### src/rtl/evint_pkg.sv
package evint_pkg;

  localparam int REG_W   = 8;
  localparam int NUM_SRC = 3;

  // register addresses
  localparam logic ADDR_CFG = 1'b0;
  localparam logic ADDR_FLG = 1'b1;

  // source index inside the flag / enable vectors
  localparam int SRC_WDOG  = 2;
  localparam int SRC_ALARM = 1;
  localparam int SRC_PWR   = 0;

  // configuration register, stored in host bits 7..3
  typedef struct packed {
    logic wdog_en;    // bit 7
    logic alarm_en;   // bit 6
    logic pwr_en;     // bit 5
    logic pol_high;   // bit 4
    logic pulse_mode; // bit 3
  } cfg_t;

  localparam int CFG_W   = $bits(cfg_t);
  localparam int CFG_LSB = REG_W - CFG_W;

endpackage

### src/rtl/evint_regs.sv
module evint_regs
  import evint_pkg::*;
(
  input  logic             clk,
  input  logic             rst_n,
  input  logic             host_wr,
  input  logic             host_rd,
  input  logic             host_addr,
  input  logic [REG_W-1:0] host_wdata,
  input  logic [NUM_SRC-1:0] flags,
  output cfg_t             cfg,
  output logic             flags_clr,
  output logic [REG_W-1:0] host_rdata
);

  cfg_t cfg_q, cfg_d;
  logic cfg_we;
  logic [CFG_LSB-1:0] wdata_unused;

  assign wdata_unused = host_wdata[CFG_LSB-1:0];
  assign cfg_we       = host_wr && (host_addr == ADDR_CFG);
  assign flags_clr    = host_rd && (host_addr == ADDR_FLG);

  always_comb begin
    cfg_d = cfg_q;
    if (cfg_we) cfg_d = cfg_t'(host_wdata[REG_W-1:CFG_LSB]);
  end

  always_ff @(posedge clk or negedge rst_n) begin
    if (!rst_n)      cfg_q <= '0;
    else if (cfg_we) cfg_q <= cfg_d;
  end

  always_comb begin
    if (host_addr == ADDR_CFG) host_rdata = {cfg_q, {CFG_LSB{1'b0}}};
    else                       host_rdata = {{(REG_W-NUM_SRC){1'b0}}, flags};
  end

  assign cfg = cfg_q;

  assert_cfg_write_R5: assert property (@(posedge clk) disable iff (!rst_n)
    cfg_we |=> (cfg_q == $past(host_wdata[REG_W-1:CFG_LSB])));

  assert_cfg_hold_R5: assert property (@(posedge clk) disable iff (!rst_n)
    !cfg_we |=> $stable(cfg_q));

endmodule

### src/rtl/evint_flags.sv
module evint_flags
  import evint_pkg::*;
(
  input  logic               clk,
  input  logic               rst_n,
  input  logic [NUM_SRC-1:0] evt,
  input  logic               clr,
  output logic [NUM_SRC-1:0] flags
);

  logic [NUM_SRC-1:0] flags_q, flags_d;

  // set wins over clear so a strobe coinciding with a read survives
  always_comb begin
    flags_d = flags_q;
    if (clr) flags_d = '0;
    flags_d = flags_d | evt;
  end

  always_ff @(posedge clk or negedge rst_n) begin
    if (!rst_n) flags_q <= '0;
    else        flags_q <= flags_d;
  end

  assign flags = flags_q;

  for (genvar i = 0; i < NUM_SRC; i++) begin : g_chk
    assert_flag_set_R2: assert property (@(posedge clk) disable iff (!rst_n)
      evt[i] |=> flags_q[i]);
    assert_flag_sticky_R2: assert property (@(posedge clk) disable iff (!rst_n)
      (flags_q[i] && !clr) |=> flags_q[i]);
  end

  assert_read_clears_R3: assert property (@(posedge clk) disable iff (!rst_n)
    (clr && (evt == '0)) |=> (flags_q == '0));

endmodule

### src/rtl/evint_irq_timer.sv
module evint_irq_timer #(
  parameter int PULSE_CYCLES = 40_000_000
) (
  input  logic clk,
  input  logic rst_n,
  input  logic trig,
  input  logic clr,
  input  logic pulse_mode,
  output logic active
);

  localparam int CNT_W = (PULSE_CYCLES > 1) ? $clog2(PULSE_CYCLES) : 1;
  localparam logic [CNT_W-1:0] CNT_LOAD = CNT_W'(PULSE_CYCLES - 1);

  logic             act_q, act_d;
  logic [CNT_W-1:0] cnt_q, cnt_d;
  logic             cnt_en;

  assign cnt_en = trig || clr || act_q;

  always_comb begin
    act_d = act_q;
    cnt_d = cnt_q;
    if (trig) begin
      act_d = 1'b1;
      cnt_d = CNT_LOAD;
    end else if (clr) begin
      act_d = 1'b0;
      cnt_d = '0;
    end else if (act_q && pulse_mode) begin
      if (cnt_q == '0) act_d = 1'b0;
      else             cnt_d = cnt_q - 1'b1;
    end
  end

  always_ff @(posedge clk or negedge rst_n) begin
    if (!rst_n) begin
      act_q <= 1'b0;
      cnt_q <= '0;
    end else if (cnt_en) begin
      act_q <= act_d;
      cnt_q <= cnt_d;
    end
  end

  assign active = act_q;

  assert_trig_asserts_R7: assert property (@(posedge clk) disable iff (!rst_n)
    trig |=> (act_q && (cnt_q == CNT_LOAD)));

  assert_level_holds_R7: assert property (@(posedge clk) disable iff (!rst_n)
    $fell(act_q) |-> ($past(clr) || $past(pulse_mode)));

  assert_pulse_ends_R8: assert property (@(posedge clk) disable iff (!rst_n)
    $fell(act_q) |-> ($past(clr) || ($past(cnt_q) == '0)));

  assert_no_overflow_R9: assert property (@(posedge clk) disable iff (!rst_n)
    cnt_q <= CNT_LOAD);

endmodule

### src/rtl/evint_pin.sv
module evint_pin (
  input  logic clk,
  input  logic rst_n,
  input  logic pol_high,
  input  logic active,
  output logic pin_o,
  output logic pin_oe
);

  always_comb begin
    if (pol_high) begin
      pin_o  = active;
      pin_oe = 1'b1;
    end else begin
      pin_o  = 1'b0;
      pin_oe = active;
    end
  end

  assert_od_never_high_R10: assert property (@(posedge clk) disable iff (!rst_n)
    !pol_high |-> !pin_o);

  assert_pp_always_driven_R10: assert property (@(posedge clk) disable iff (!rst_n)
    pol_high |-> pin_oe);

  assert_idle_released_R10: assert property (@(posedge clk) disable iff (!rst_n)
    !active |-> (!pin_o && (pin_oe == pol_high)));

endmodule

### src/rtl/evint_ctrl.sv
module evint_ctrl
  import evint_pkg::*;
#(
  parameter int PULSE_CYCLES = 40_000_000
) (
  input  logic             clk,
  input  logic             rst_n,
  input  logic             host_wr,
  input  logic             host_rd,
  input  logic             host_addr,
  input  logic [REG_W-1:0] host_wdata,
  output logic [REG_W-1:0] host_rdata,
  input  logic             wdog_evt,
  input  logic             alarm_evt,
  input  logic             pwrfail_evt,
  output logic             irq_pin_o,
  output logic             irq_pin_oe
);

  // reset: asserted asynchronously, released on a clock edge
  logic [1:0] rst_sync_q;
  logic       rst_int_n;

  always_ff @(posedge clk or negedge rst_n) begin
    if (!rst_n) rst_sync_q <= 2'b00;
    else        rst_sync_q <= {rst_sync_q[0], 1'b1};
  end
  assign rst_int_n = rst_sync_q[1];

  logic [NUM_SRC-1:0] evt_vec, en_vec, flags;
  cfg_t cfg;
  logic flags_clr, trig, active;

  assign evt_vec[SRC_WDOG]  = wdog_evt;
  assign evt_vec[SRC_ALARM] = alarm_evt;
  assign evt_vec[SRC_PWR]   = pwrfail_evt;

  assign en_vec[SRC_WDOG]   = cfg.wdog_en;
  assign en_vec[SRC_ALARM]  = cfg.alarm_en;
  assign en_vec[SRC_PWR]    = cfg.pwr_en;

  assign trig = |(evt_vec & en_vec);

  evint_regs u_regs (
    .clk        (clk),
    .rst_n      (rst_int_n),
    .host_wr    (host_wr),
    .host_rd    (host_rd),
    .host_addr  (host_addr),
    .host_wdata (host_wdata),
    .flags      (flags),
    .cfg        (cfg),
    .flags_clr  (flags_clr),
    .host_rdata (host_rdata)
  );

  evint_flags u_flags (
    .clk   (clk),
    .rst_n (rst_int_n),
    .evt   (evt_vec),
    .clr   (flags_clr),
    .flags (flags)
  );

  evint_irq_timer #(.PULSE_CYCLES(PULSE_CYCLES)) u_timer (
    .clk        (clk),
    .rst_n      (rst_int_n),
    .trig       (trig),
    .clr        (flags_clr),
    .pulse_mode (cfg.pulse_mode),
    .active     (active)
  );

  evint_pin u_pin (
    .clk      (clk),
    .rst_n    (rst_int_n),
    .pol_high (cfg.pol_high),
    .active   (active),
    .pin_o    (irq_pin_o),
    .pin_oe   (irq_pin_oe)
  );

  assert_disabled_no_pin_R6: assert property (@(posedge clk) disable iff (!rst_int_n)
    (!active && !trig) |=> !active);

  assert_pin_only_with_flag_R4: assert property (@(posedge clk) disable iff (!rst_int_n)
    $rose(active) |-> (flags != '0));

endmodule

### config.mk
export PLATFORM = sky130hd
export DESIGN_NAME = evint_ctrl
export DESIGN_NICKNAME = d
export VERILOG_FILES = /design/src/rtl/evint_pkg.sv /design/src/rtl/evint_regs.sv /design/src/rtl/evint_flags.sv /design/src/rtl/evint_irq_timer.sv /design/src/rtl/evint_pin.sv /design/src/rtl/evint_ctrl.sv
export SDC_FILE = /design/constraint.sdc
export NUM_CORES = 1
export LEC_CHECK = 0
export BUFFER_PORTS_ARGS = -buffer_cell sky130_fd_sc_hd__buf_4
export CORE_UTILIZATION = 52
export CTS_CLUSTER_SIZE = 28
export DETAILED_ROUTE_END_ITERATION = 8
export HOLD_SLACK_MARGIN = 0.02
export PLACE_DENSITY = 0.86
export SLEW_MARGIN = 0
export SYNTH_ARGS = -nofsm -noshare
export SYNTH_HDL_FRONTEND = slang
export SYNTH_HIERARCHICAL = 1
export SYNTH_SLANG_ARGS = --single-unit
### constraint.sdc
create_clock -name clk -period 1.2 [get_ports clk]
set_input_delay 0.06 -clock clk [delete_from_list [all_inputs] [get_ports clk]]
set_output_delay 0.06 -clock clk [all_outputs]
set_load 0.01 [all_outputs]
==> flow_summary.toml <==
[status]
status = "finished with violations"
violations = "negative setup slack"

[clock_tree]
clk_path_buf_depth = 2
cts_sinks = 37
h-tree-depth = 2
cts.clk_slew.worst_paths_ns = 0.07
number_of_cts_inserted_buffers = 5
clock_tree.root_cell = "clkbuf_8"
clk_latency_ns = 0.30
clock_tree_from_tritoncts = "done"

[sta]
timing.fmax_mhz = 417
timing.final.max_slew_violations = 0
max_slew_margin_pct = 55.2
fin_setup_tns_ns = -28.17
final-setup-viol-count = 30
fin_worst_hold_slack_ns = 0.0710
setup_slack_ns = -1.20
final_worst_path_period_share_pct = 200
worst_slew_pin_slew_ns = 0.666
setup_repair_after_global_routing_missed_its_margin = "yes"
timing.final.crit_period_ns = 2.40
hold_violations = 0
fin_worst_skew_ns = 0.00892

[final_layout]
fillerInstances = 167
fin_nets = 326
syn_to_final_growth_pct = 58.0
seqCellArea_um2 = 926
insertedDiodeCount = 0
post_route_cells_drive_above_1_share_pct = 51.0
multiInputGateArea_um2 = 1310

[global_route]
grt_antenna_before_repair = 0
largest_net_degree_at_the_start_of_global_routing = 36
via_count_of_the_first_global_routing_pass = 2291
grt_pass1_wl_um = 11000
grt_overflow = 0
grt_usage_pct = 35.4

[logic_synthesis]
synth.distinct_cells = 50
synthTopCellsByArea = "dfrtp_1 45%, mux2_4 3.6%, or3_1 3.0%"
flip_flop_and_latch_count_after_synthesis = 37
synthesis.nets = 221
synth_warnings = 6
synth_top_area_share_pct = 44.6
synth.cell_area_um2 = 2080
yosysTopAreaCell = "dfrtp_1"
synth_edf_count = 0
postSynth.topFlopCell = "dfrtp_1"
ys_seq_area_share_pct = 44.6
synthesis.instances = 204
async_reset_ff_share_pct = 100
mean_syn_cell_area_um2 = 10.2

[route]
initialDrtViolationCount = 301
drcViolationCount = 0
number_of_vias_in_the_routed_layout = 2352
routed_wl_um = 8220
detail_route.vias_per_cell = 6.57
drt_pre_antenna_iters = 8
post_detailed_route_wirelength_per_cell_um = 23.0
ant_nets = 0

[power]
power.static_leakage_nw = 1.43
post-layout-total-power_mw = 3.46
powerDensity_nw_per_um2 = 1050
peak_ir_drop_on_the_vdd_network_uv = 728

[run]
max_cap_violations = 0

[critical_path]
timing.critical_path.required_ns = 1.37
end_kind = "flip-flop"
worstPathMaxFanout = 7
rr_worst_depth = 7
timing.setup.critical_path_class = "reg -> reg"
critical_path_arrival_ns = 2.56
worst_setup_path_start_kind = "flip-flop"

[floorplan]
floorplan.die.width_um = 65.2
fp.dieArea_um2 = 4250
floorplan.initialDensity_pct = 55.4
die_height_um = 65.2
pin_count = 26
core_um2 = 3740
core.rowCount = 22

[placement]
routabilityCongestion = 0.939
io_buffer_count = 22
detailed_place_hpwl_um = 4110

[hold_path]
timing.hold.worst_path_depth = 3
worst_hold_path_type = "in -> reg"
-- path summary, 6_finish.rpt --
kind / startpoint / endpoint / slack (ns)
worst max-delay path: u_timer/cnt_q[1] / u_timer/cnt_q[24] / -1.20
worst min-delay path: alarm_evt / u_flags/flags[1] / 0.07
worst max register to register: u_timer/cnt_q[1] / u_timer/cnt_q[24] / -1.20
worst min register to register: rst_sync_q[1] / u_timer/cnt_q[16] / 0.27
max in group asynchronous: rst_sync_q[1] / u_regs/cfg[1] / 0.60
min in group asynchronous: rst_n / rst_sync_q[0] / 0.11
-- cells by family (layout without fill, tap and decap cells) --
group	after synthesis	count (layout)	share of synthesized area, %
xor+xnor	8	8	3.38
flops	37	37	44.6
simple gates	87	87	26.2
compound gates	49	49	17.1
buf+inv	14	120	3.31
other cells	1	1	0.181
fa+ha+maj	1	1	0.603
mux	7	7	4.58
-- where the power goes --
| group | switching, mW | leakage (nW) | internal (mW) |
|---|---|---|---|
| registers | 0.104 | 0.418 | 1.36 |
| logic | 0.570 | 0.967 | 0.575 |
| clock network | 0.435 | 0.0395 | 0.413 |
| total | 1.11 | 1.43 | 2.35 |
-- metrics by stage --
stage | util [%] | instance area (um^2) | std cells | setup WS [ns]
floorplan | - | 2110 | 204 | -0.968
global placement | 73.7 | 2760 | 328 | -0.987
detailed placement | 73.7 | 2760 | 328 | -1.03
CTS | 80.8 | 3030 | 349 | -0.990
global route | 87.6 | 3280 | 358 | -1.22
finish | 87.6 | 3280 | 358 | -1.20
-- cells in the mapped netlist (2+ instances only) --
library cell,count
o21ai_0,10
mux2i_1,2
o211ai_1,6
or2_2,7
nor2b_1,2
inv_1,7
a21o_1,3
o31ai_1,4
nand4_1,2
or3_1,10
nor4_1,5
dfrtp_1,37
nand2_1,9
o311ai_0,5
xor2_1,3
xnor2_1,5
nor4_2,3
mux2_4,5
and2_2,5
nor2_1,11
a311o_1,2
o311ai_1,2
buf_6,2
and2_1,2
a21oi_1,7
nor3_1,6
or4_1,7
nand3_1,6
clkbuf_1,4
and2b_2,5
-- per-layer routing --
layer	up-vias	routed length, um	GRT usage, %
met4	0	759	26.1
met5	-	0	0
li1	969	-	-
met2	185	4050	59.8
met3	87	574	8.68
met1	1111	2840	38.0
-- cell type report --
cell class | instances | area share, %
clock buffer | 8 | 2.44
multi-input combinational | 153 | 39.9
timing repair buffer | 105 | 26.7
inverter | 7 | 0.801
sequential | 37 | 28.2
tap | 48 | 1.83
-- cells in the final DEF, fill, tap and decap left out, types with 6 or more instances in the layout --
cell type and n:
buf_4 82, dfrtp_1 37, buf_6 13, nor2_1 11
or3_1 10, dlygate4sd3_1 8, nand2_1 8, inv_1 7
o21ai_1 7, or4_1 6, o211ai_1 6
-- registers in the layout, indices dropped and copies added, names as in the netlist --
register / flops
rst_sync_q: 2
u_flags/flags: 3
u_regs/cfg: 5
u_timer/active: 1
u_timer/cnt_q: 26
-- critical path, cell delays in order, from the launching register on --
cell and delay (ns):
dfrtp_1 0.40, inv_1 0.07, ha_2 0.18, or3b_4 0.40
or4_4 0.51, nor4_4 0.29, mux2i_2 0.32, nor2_1 0.10
-- what timing repair did --
item	CTS	global route
endpoints found under the setup margin	31	32
pin swaps	7	19
resized for setup	18	40
buffers inserted	8	9
hold buffers	8	0
hold endpoints to repair	9	0
(Power assumes the default switching activity.)
